**src/rtl/vic_pkg.sv**
```systemverilog
package vic_pkg;
  localparam int NUM_SRC = 32;
  localparam int IDX_W   = $clog2(NUM_SRC);
  localparam int PRIO_W  = 3;
  localparam int ADDR_W  = 10;
  localparam int DATA_W  = 32;

  localparam logic [ADDR_W-1:0] OFF_RAW  = 10'h100;
  localparam logic [ADDR_W-1:0] OFF_ACT  = 10'h104;
  localparam logic [ADDR_W-1:0] OFF_PEND = 10'h108;
  localparam logic [ADDR_W-1:0] OFF_ENC  = 10'h10C;
  localparam logic [ADDR_W-1:0] OFF_SRV  = 10'h110;
  localparam logic [ADDR_W-1:0] OFF_MASK = 10'h114;
  localparam logic [ADDR_W-1:0] OFF_MSET = 10'h120;
  localparam logic [ADDR_W-1:0] OFF_MCLR = 10'h124;
  localparam logic [ADDR_W-1:0] OFF_SSET = 10'h128;
  localparam logic [ADDR_W-1:0] OFF_SCLR = 10'h12C;
  localparam logic [ADDR_W-1:0] OFF_EOS  = 10'h130;

  typedef enum logic [1:0] {
    TRIG_LOW  = 2'b00,
    TRIG_HIGH = 2'b01,
    TRIG_FALL = 2'b10,
    TRIG_RISE = 2'b11
  } trig_e;

  typedef enum logic {SVC_IDLE = 1'b0, SVC_BUSY = 1'b1} svc_e;

  typedef struct packed {
    logic             ctrlWr;
    logic [IDX_W-1:0] ctrlIdx;
    logic             maskSet;
    logic             maskClr;
    logic             swSet;
    logic             swClr;
    logic             ack;
  } dpStrobe_t;
endpackage

```
**src/rtl/vic_datapath.sv**
```systemverilog
module vic_datapath
  import vic_pkg::*;
(
  input  logic              clk,
  input  logic              rstN,
  input  dpStrobe_t         strb,
  input  logic [ADDR_W-1:0] addr,
  input  logic [DATA_W-1:0] wdata,
  input  logic [NUM_SRC-1:0] srcIn,
  input  logic              busy,
  input  logic [IDX_W-1:0]  servNum,
  output logic [NUM_SRC-1:0] maskVec,
  output logic [NUM_SRC-1:0] pendVec,
  output logic              anyPend,
  output logic [IDX_W-1:0]  winner,
  output logic [DATA_W-1:0] rdata
);
  localparam int CTRL_SPAN_BITS = IDX_W + 2;

  logic [NUM_SRC-1:0]             actVec;
  logic [NUM_SRC-1:0][PRIO_W-1:0] prioVec;
  logic [NUM_SRC-1:0][1:0]        trigVec;
  logic [NUM_SRC-1:0]             maskQ;
  logic [PRIO_W-1:0]              bestPrio;

  for (genvar n = 0; n < NUM_SRC; n++) begin : g_src
    trig_e             trigQ;
    logic [PRIO_W-1:0] prioQ;
    logic              latchQ, prevQ, edgeHit, levelHit, setL, clrL;

    always_ff @(posedge clk or negedge rstN) begin
      if (!rstN) begin
        trigQ <= TRIG_HIGH;
        prioQ <= '0;
      end else if (strb.ctrlWr && strb.ctrlIdx == IDX_W'(n)) begin
        trigQ <= trig_e'(wdata[7:6]);
        prioQ <= wdata[PRIO_W-1:0];
      end
    end

    always_comb begin
      edgeHit  = 1'b0;
      levelHit = 1'b0;
      unique case (trigQ)
        TRIG_LOW:  levelHit = ~srcIn[n];
        TRIG_HIGH: levelHit = srcIn[n];
        TRIG_FALL: edgeHit  = prevQ & ~srcIn[n];
        TRIG_RISE: edgeHit  = ~prevQ & srcIn[n];
      endcase
    end

    // a new edge in the acknowledge cycle is kept
    assign setL = edgeHit | (strb.swSet & wdata[n]);
    assign clrL = (strb.swClr & wdata[n]) | (strb.ack && winner == IDX_W'(n));

    always_ff @(posedge clk or negedge rstN) begin
      if (!rstN) begin
        latchQ <= 1'b0;
        prevQ  <= 1'b0;
      end else begin
        latchQ <= (latchQ & ~clrL) | setL;
        prevQ  <= srcIn[n];
      end
    end

    assign actVec[n]  = levelHit | latchQ;
    assign prioVec[n] = prioQ;
    assign trigVec[n] = trigQ;
  end

  always_ff @(posedge clk or negedge rstN) begin
    if (!rstN) maskQ <= '0;
    else maskQ <= (maskQ | (strb.maskSet ? wdata : '0)) & ~(strb.maskClr ? wdata : '0);
  end

  assign maskVec = maskQ;
  assign pendVec = actVec & maskQ;

  // strict compare keeps the lowest index among equal priorities
  always_comb begin
    winner   = '0;
    bestPrio = '0;
    anyPend  = 1'b0;
    for (int n = 0; n < NUM_SRC; n++) begin
      if (pendVec[n] && (!anyPend || prioVec[n] > bestPrio)) begin
        winner   = IDX_W'(n);
        bestPrio = prioVec[n];
        anyPend  = 1'b1;
      end
    end
  end

  always_comb begin
    rdata = '0;
    if (addr[ADDR_W-1:CTRL_SPAN_BITS] == '0 && addr[1:0] == 2'b00) begin
      rdata[7:6]        = trigVec[addr[CTRL_SPAN_BITS-1:2]];
      rdata[PRIO_W-1:0] = prioVec[addr[CTRL_SPAN_BITS-1:2]];
    end else begin
      unique case (addr)
        OFF_RAW:  rdata = srcIn;
        OFF_ACT:  rdata = actVec;
        OFF_PEND: rdata = pendVec;
        OFF_ENC:  rdata = DATA_W'({(busy ? servNum : winner), 2'b00});
        OFF_SRV:  rdata = DATA_W'(servNum);
        OFF_MASK: rdata = maskQ;
        default:  rdata = '0;
      endcase
    end
  end
endmodule

```
**src/rtl/vic_control.sv**
```systemverilog
module vic_control
  import vic_pkg::*;
(
  input  logic              clk,
  input  logic              rstN,
  input  logic              wrEn,
  input  logic              rdEn,
  input  logic [ADDR_W-1:0] addr,
  input  logic              anyPend,
  input  logic [IDX_W-1:0]  winner,
  output dpStrobe_t         strb,
  output logic              busy,
  output logic [IDX_W-1:0]  servNum,
  output logic              irqN
);
  localparam int CTRL_SPAN_BITS = IDX_W + 2;

  svc_e             stateQ;
  logic [IDX_W-1:0] servQ;
  logic             eos;

  always_comb begin
    strb.ctrlWr  = wrEn && addr[ADDR_W-1:CTRL_SPAN_BITS] == '0 && addr[1:0] == 2'b00;
    strb.ctrlIdx = addr[CTRL_SPAN_BITS-1:2];
    strb.maskSet = wrEn && addr == OFF_MSET;
    strb.maskClr = wrEn && addr == OFF_MCLR;
    strb.swSet   = wrEn && addr == OFF_SSET;
    strb.swClr   = wrEn && addr == OFF_SCLR;
    strb.ack     = rdEn && addr == OFF_ENC && stateQ == SVC_IDLE && anyPend;
  end

  assign eos = wrEn && addr == OFF_EOS;

  always_ff @(posedge clk or negedge rstN) begin
    if (!rstN) begin
      stateQ <= SVC_IDLE;
      servQ  <= '0;
    end else if (strb.ack) begin
      stateQ <= SVC_BUSY;
      servQ  <= winner;
    end else if (eos) begin
      stateQ <= SVC_IDLE;
    end
  end

  assign busy    = stateQ == SVC_BUSY;
  assign servNum = servQ;
  assign irqN    = !(stateQ == SVC_IDLE && anyPend);
endmodule

```
**src/rtl/vec_irq_ctrl.sv**
```systemverilog
module vec_irq_ctrl
  import vic_pkg::*;
(
  input  logic               clk,
  input  logic               rstN,
  input  logic               wrEn,
  input  logic               rdEn,
  input  logic [ADDR_W-1:0]  addr,
  input  logic [DATA_W-1:0]  wdata,
  input  logic [NUM_SRC-1:0] srcIn,
  output logic [DATA_W-1:0]  rdata,
  output logic               irqN
);
  dpStrobe_t          strb;
  logic               busy, anyPend;
  logic [IDX_W-1:0]   servNum, winner;
  logic [NUM_SRC-1:0] maskVec, pendVec;

  vic_control u_ctl (
    .clk(clk), .rstN(rstN), .wrEn(wrEn), .rdEn(rdEn), .addr(addr),
    .anyPend(anyPend), .winner(winner), .strb(strb), .busy(busy),
    .servNum(servNum), .irqN(irqN)
  );

  vic_datapath u_dp (
    .clk(clk), .rstN(rstN), .strb(strb), .addr(addr), .wdata(wdata),
    .srcIn(srcIn), .busy(busy), .servNum(servNum), .maskVec(maskVec),
    .pendVec(pendVec), .anyPend(anyPend), .winner(winner), .rdata(rdata)
  );
endmodule

```
**config.mk**
```make
export PLATFORM = sky130hd
export DESIGN_NAME = vec_irq_ctrl
export DESIGN_NICKNAME = d
export VERILOG_FILES = /design/src/rtl/vic_pkg.sv /design/src/rtl/vic_datapath.sv /design/src/rtl/vic_control.sv /design/src/rtl/vec_irq_ctrl.sv
export SDC_FILE = /design/constraint.sdc
export NUM_CORES = 1
export LEC_CHECK = 0
export BUFFER_PORTS_ARGS = -buffer_cell sky130_fd_sc_hd__buf_2
export CORE_MARGIN = 2
export CORE_UTILIZATION = 60
export CTS_CLUSTER_DIAMETER = 100
export CTS_CLUSTER_SIZE = 14
export DETAILED_ROUTE_END_ITERATION = 8
export GPL_TIMING_DRIVEN = 0
export PLACE_DENSITY = 0.9
export SETUP_SLACK_MARGIN = 0.2
export SLEW_MARGIN = 20
export SYNTH_ARGS = -nofsm -noshare
export SYNTH_HDL_FRONTEND = slang
export SYNTH_SLANG_ARGS = --single-unit
```
**constraint.sdc**
```tcl
create_clock -name clk -period 104.4 [get_ports clk]
set_clock_uncertainty 0.1 [all_clocks]
set_input_delay 5.22 -clock clk [delete_from_list [all_inputs] [get_ports clk]]
set_output_delay 5.22 -clock clk [all_outputs]
set_load 0.05 [all_outputs]
```
Word level (Yosys, flattened, before mapping)
Index checks and enable logic that the tools add are counted.
Word-level totals
  bits in registers: 262
  input port bits: 78
  output and inout bits: 33
  word-level logic and storage cells: 1100
Operators by class
  $lt $le $gt $ge: 32
  equal/unequal tests: 169
  multiplexer cells: 172
  bitwise operators: 389
  reductions and logical operators: 207
Operators by type and width (number)
  $pmux W32 S6: 1
  $and A1 B1 Y1: 160
  $eq A5 B5 Y1 const B: 32
  $eq A2 B2 Y1 const B: 64
  $or A1 B1 Y1: 128
  $pmux W1 S2: 64
  $mux W3: 38
  $eq A10 B9 Y1 const B: 11
  $logic_and A1 B1 Y1: 107
  $not A1 Y1: 97
  $gt A3 B3 Y1: 31
  $mux W5: 17
  $eq A5 B4 Y1 const B: 16
  $logic_not A2 Y1: 33
  $and A32 B32 Y32: 2
  $eq A2 B1 Y1 const B: 32
  $mux W32: 2
  $eq A5 B3 Y1 const B: 8
  $mux W1: 35
  $logic_not A1 Y1: 32
  $mux W4: 8
  $not A32 Y32: 1
  $or A32 B32 Y32: 1
  $logic_or A1 B1 Y1: 31
  10 further kinds: 18

Longest topological paths before layout
  word-level depth: 135
  mapped depth: 282
  mapped depth without buffers: 277

Modules after synthesis
A second synthesis with hierarchy kept.
Second synthesis, totals
  cells, all modules: 2082
  area, all modules: 18945.7 sq um
Modules (own cells, without submodules)
  vic_datapath: times used 1, cells each 2045, area an instance 18541.5 sq um, sequential area each 6446.2 sq um
  vic_control: times used 1, cells each 37, area an instance 404.1 sq um, sequential area each 150.1 sq um

Least setup slack after synthesis
OpenSTA, ideal clock, no wires.
  path kind: input to output
  start: input port srcIn[0]
  end: output port rdata[3]
  arrival time: 48905 ps
  required time: 99080 ps
  path slack: 50175 ps
  stages on the path: 246
  cell sequence: xor2_1 o21ai_2 nand2_1 ha_1 a211oi_1 o21ai_0 a32oi_1 ha_1 nor2b_1 o21ai_0 a32oi_1 o21ai_0 nand2_1 o21ai_0 ha_1 nor2b_1 o21a_1 o21ai_0 (+210 left out) ha_1 nor2b_1 o21ai_0 inv_1 o21ai_0 a21o_1 clkbuf_1 mux2_2 ha_1 o21a_1 o21ai_0 a21o_1 nand2_1 a21o_1 buf_2 buf_4 mux2i_1 o21ai_0
Between the ends
  word-level cells in the longest chain between the ends: 132
  elaborated cells on any way between the ends: 223
  those cells by class: order compare: 31; mux: 96; bitwise: 3; reduce/logical: 93
Ends and longest elaborated chain
  start, declared: line vec_irq_ctrl.sv:10  | input logic [NUM_SRC-1:0] srcIn,
  $not A1 Y1: line vic_datapath.sv:45  | TRIG_LOW: levelHit = ~srcIn[n];
  $pmux W1 S2 *: line vic_datapath.sv:44  | unique case (trigQ)
  $or A1 B1 Y1 *: line vic_datapath.sv:66  | assign actVec[n] = levelHit | latchQ;
  $and A32 B32 Y32 *: line vic_datapath.sv:77  | assign pendVec = actVec & maskQ;
  $mux W3 or $mux W1 (tied branches): line vic_datapath.sv:85  | if (pendVec[n] && (!anyPend || prioVec[n] > bestPrio)) begin
  $gt A3 B3 Y1 or $logic_not A1 Y1 (tied branches): line vic_datapath.sv:85
  $logic_or A1 B1 Y1: line vic_datapath.sv:85
  $logic_and A1 B1 Y1: line vic_datapath.sv:85
  (+116 left out)
  $mux W3 or $mux W1 (tied branches): line vic_datapath.sv:85
  $gt A3 B3 Y1 or $logic_not A1 Y1 (tied branches): line vic_datapath.sv:85
  $logic_or A1 B1 Y1: line vic_datapath.sv:85
  $logic_and A1 B1 Y1: line vic_datapath.sv:85
  $mux W5 *: line vic_datapath.sv:85
  $mux W5 *: line vic_datapath.sv:103  | OFF_ENC: rdata = DATA_W'({(busy ? servNum : winner), 2'b00});
  $pmux W32 S6 *: line vic_datapath.sv:99  | unique case (addr)
  $mux W3 *: line vic_datapath.sv:95  | if (addr[ADDR_W-1:CTRL_SPAN_BITS] == '0 && addr[1:0] == 2'b00) begin
  end, declared: line vec_irq_ctrl.sv:11  | output logic [DATA_W-1:0] rdata,
Mark *: on every way between the ends. The rest lies on a longest branch, timed or not.

Final worst setup path
  start: input port srcIn[0]
  end: output port rdata[6]
Between the ends
  word-level cells in the longest chain between the ends: 132
  elaborated cells on any way between the ends: 209
  those cells by class: order compare: 31; mux: 82; bitwise: 3; reduce/logical: 93
Ends and longest elaborated chain (line)
  $not A1 Y1: vic_datapath.sv:45
  $pmux W1 S2 *: vic_datapath.sv:44
  $or A1 B1 Y1 *: vic_datapath.sv:66
  $and A32 B32 Y32 *: vic_datapath.sv:77
  $mux W3 or $mux W1 (tied branches): vic_datapath.sv:85
  $gt A3 B3 Y1 or $logic_not A1 Y1 (tied branches): vic_datapath.sv:85
  $logic_or A1 B1 Y1: vic_datapath.sv:85
  $logic_and A1 B1 Y1: vic_datapath.sv:85
  (+116 left out)
  $mux W3 or $mux W1 (tied branches): vic_datapath.sv:85
  $gt A3 B3 Y1 or $logic_not A1 Y1 (tied branches): vic_datapath.sv:85
  $logic_or A1 B1 Y1: vic_datapath.sv:85
  $logic_and A1 B1 Y1: vic_datapath.sv:85
  $mux W5 *: vic_datapath.sv:85
  $mux W5 *: vic_datapath.sv:103
  $pmux W32 S6 *: vic_datapath.sv:99
  $mux W2 *: vic_datapath.sv:95
Marks and branches as above.

==> impl_metrics.json <==
{
  "totalWireLength_um": 64500,
  "final_common_cell": "nand2_1",
  "max_slew_margin_pct": 9.95,
  "synth-edff-count": 0,
  "crit_fanout": 10,
  "clock_path_buffers": 3,
  "cts_max_level": 1,
  "drive_gt1_share_pct": 20.7,
  "setup_violations": 0,
  "postSynthCellCount": 1932,
  "vias": 17241,
  "peakVddDrop_mv": 0.0126,
  "fin_crit_sh_pct": 60.7,
  "hold_class": "reg -> reg",
  "synthDistinctLibCells": 103,
  "via_per_inst": 6.99,
  "async_flop_share_pct": 100,
  "path_common_cell": "a21oi_1",
  "cts_buffers": 22,
  "grt_max_degree": 102,
  "initial_core_util_pct": 60.8,
  "rsz0062_at_grt": "no",
  "insertion_delay_ns": 0.55,
  "first_global_vias": 16785,
  "status": "finished clean",
  "cp_data_arrival_time_ns": 58.05,
  "fin_nets": 2209,
  "worst-slew-pin-transition_ns": 1.35,
  "grt_usage_pct": 41.0,
  "gr-total-overflow": 0,
  "antenna_found_initial": 2,
  "die-area_mm2": 0.0314,
  "die_x_um": 177,
  "port-buffer-count": 104,
  "avgSynthCellArea_um2": 9.31,
  "critPathRequiredTime_ns": 99.08,
  "ys.warnings.count": 0,
  "area_delta_synth_final_pct": 9.76,
  "drc": 0,
  "slew_viol_final": 0,
  "synth-seq-cells": 262,
  "core_area_mm2": 0.0296,
  "rrSetupSlack_ns": 50.63,
  "ctsHoldBuffers": 0,
  "drt_iter0_drc": 2237,
  "synth_nets": 2079,
  "gp_congestion": 1.00,
  "postCtsSetupRepairBufs": 0,
  "synthFlopType": "dfrtp_1",
  "p_per_area_mw_per_mm2": 11.6,
  "dp_hpwl_um": 47600,
  "min_period_ns": 63.37,
  "netlist_area_mm2": 0.0180,
  "crit_path_end_kind": "output port",
  "fp-row-count": 63,
  "path_clk_slew_ns": 0.06,
  "start_kind": "primary input",
  "wl_per_cell_um": 26.1,
  "final_cell_mix": "nand2_1, dfrtp_1, a21oi_1",
  "cts_tree": "yes",
  "postRouteAntennaNets": 0,
  "grt_first_pass_wirelength_um": 97000,
  "cpPeakStageDelay_ns": 0.58,
  "worstSetupPathType": "in -> out",
  "fillers": 2333,
  "hold_viol": 0,
  "worst_path_max_delay_cell": "o22ai_1",
  "fmax_ghz": 0.0158,
  "die_h_um": 177,
  "finalSetupTns_ns": 0,
  "cts.sinks": 262,
  "root_buffer": "clkbuf_16",
  "ios": 111,
  "ctsResizeCount": 0,
  "power_leakage_nw": 9.09,
  "yosysSeqAreaShare_pct": 36.7,
  "drt_pass1_iterations": 7,
  "hold_ws_ns": 0.429,
  "drv_cap": 0
}
-- final timing paths --
check | from | end | depth (start not counted)
setup / recovery | srcIn[0] | rdata[6] | 253
hold / removal | u_dp.g_src[21].latchQ | u_dp.g_src[21].latchQ | 2
setup reg to reg | u_dp.g_src[0].trigQ[0] | u_dp.g_src[5].latchQ | 252
hold reg to reg | u_dp.g_src[21].latchQ | u_dp.g_src[21].latchQ | 2
max in group asynchronous | rstN | u_dp.g_src[5].trigQ[0] | 2
min in group asynchronous | rstN | u_dp.g_src[8].prevQ | 1
-- cell usage after synthesis (all sizes together) (8+ instances only) --
cell type | n | area, um^2
mux4 | 50 | 1130
clkbuf | 60 | 225
nor3 | 51 | 272
nand2b | 24 | 153
a222oi | 21 | 210
inv | 97 | 364
a22oi | 40 | 300
ha | 69 | 863
nand4 | 8 | 50.1
a31oi | 9 | 62.6
nor2b | 21 | 131
o21bai | 19 | 143
and3 | 8 | 50.1
a221o | 12 | 120
a211oi | 10 | 92.6
dfstp | 32 | 841
a21o | 20 | 150
nor2 | 123 | 467
a32oi | 8 | 96.4
or2 | 18 | 113
nand3 | 38 | 190
a21oi | 159 | 803
nand2 | 285 | 1070
buf | 16 | 76.3
mux2i | 23 | 230
o21a | 18 | 136
o211ai | 20 | 155
o21ai | 146 | 757
xor2 | 20 | 175
dfrtp | 230 | 5760
and2 | 20 | 125
mux2 | 153 | 1730
-- layout make-up --
type | count | area (um^2) | area share [%]
antenna | 1 | 2.50 | 0.0127
buffer | 76 | 305 | 1.55
clock buffer | 38 | 632 | 3.20
clock inverter | 1 | 30.0 | 0.152
inverter | 97 | 364 | 1.84
multi-input combinational | 1497 | 10700 | 54.4
sequential | 262 | 6600 | 33.4
tap | 390 | 488 | 2.47
timing repair buffer | 106 | 586 | 2.97
-- routing by layer --
| layer | GRT usage, % | routed length [um] | part of all wire, % | up-vias |
|---|---|---|---|---|
| met5 | 1.44 | 17 | 0.026 | - |
| met4 | 28.3 | 5040 | 7.8 | 2 |
| met3 | 11.4 | 7630 | 12 | 324 |
| met2 | 63.2 | 28800 | 45 | 1244 |
| met1 | 49.9 | 23000 | 36 | 8299 |
| li1 | - | - | - | 7372 |
-- critical path: cells and delay by family --
family          cells  cell delay (ns)
fa+ha+maj          35            10.08
compound gates    138            28.54
xor+xnor            1             0.19
mux                 8             2.54
buf+inv            17             2.96
simple gates       54             8.51
-- per-stage QoR --
| step | total power, mW | std cells | util, % | worst slack (ns) | cell area [um^2] |
|---|---|---|---|---|---|
| after global routing | 0.234 | 2467 | 66.8 | 36.79 | 19700 |
| after floorplan | 0.130 | 1932 | - | 50.18 | 18000 |
| after CTS | 0.226 | 2467 | 66.8 | 42.10 | 19700 |
| final | 0.228 | 2468 | 66.8 | 41.03 | 19700 |
| after detailed placement | 0.145 | 2428 | 64.5 | 42.30 | 19100 |
| after global placement | 0.143 | 2426 | 64.3 | 43.76 | 19000 |
-- power by group --
part	switching (mW)	internal, mW	total (mW)
clock network	0.0403	0.0435	0.0838
logic	0.0241	0.0128	0.0370
registers	0.00275	0.105	0.108
-- sequential cells by signal (all words and copies together) (netlist names) --
signal             count
u_dp.g_src.prioQ      96
u_dp.g_src.trigQ      64
u_dp.g_src.latchQ     32
u_dp.g_src.prevQ      32
u_dp.maskVec          32
u_ctl.servNum          5
u_ctl.busy             1
-- cell families after synthesis --
family          share of synthesized area (%)
buf+inv                                  3.70
simple gates                             15.7
compound gates                           20.6
flops                                    36.7
xor+xnor                                 1.17
fa+ha+maj                                5.02
mux                                      17.1
No activity file was read; power rests on OpenSTA's default activity.
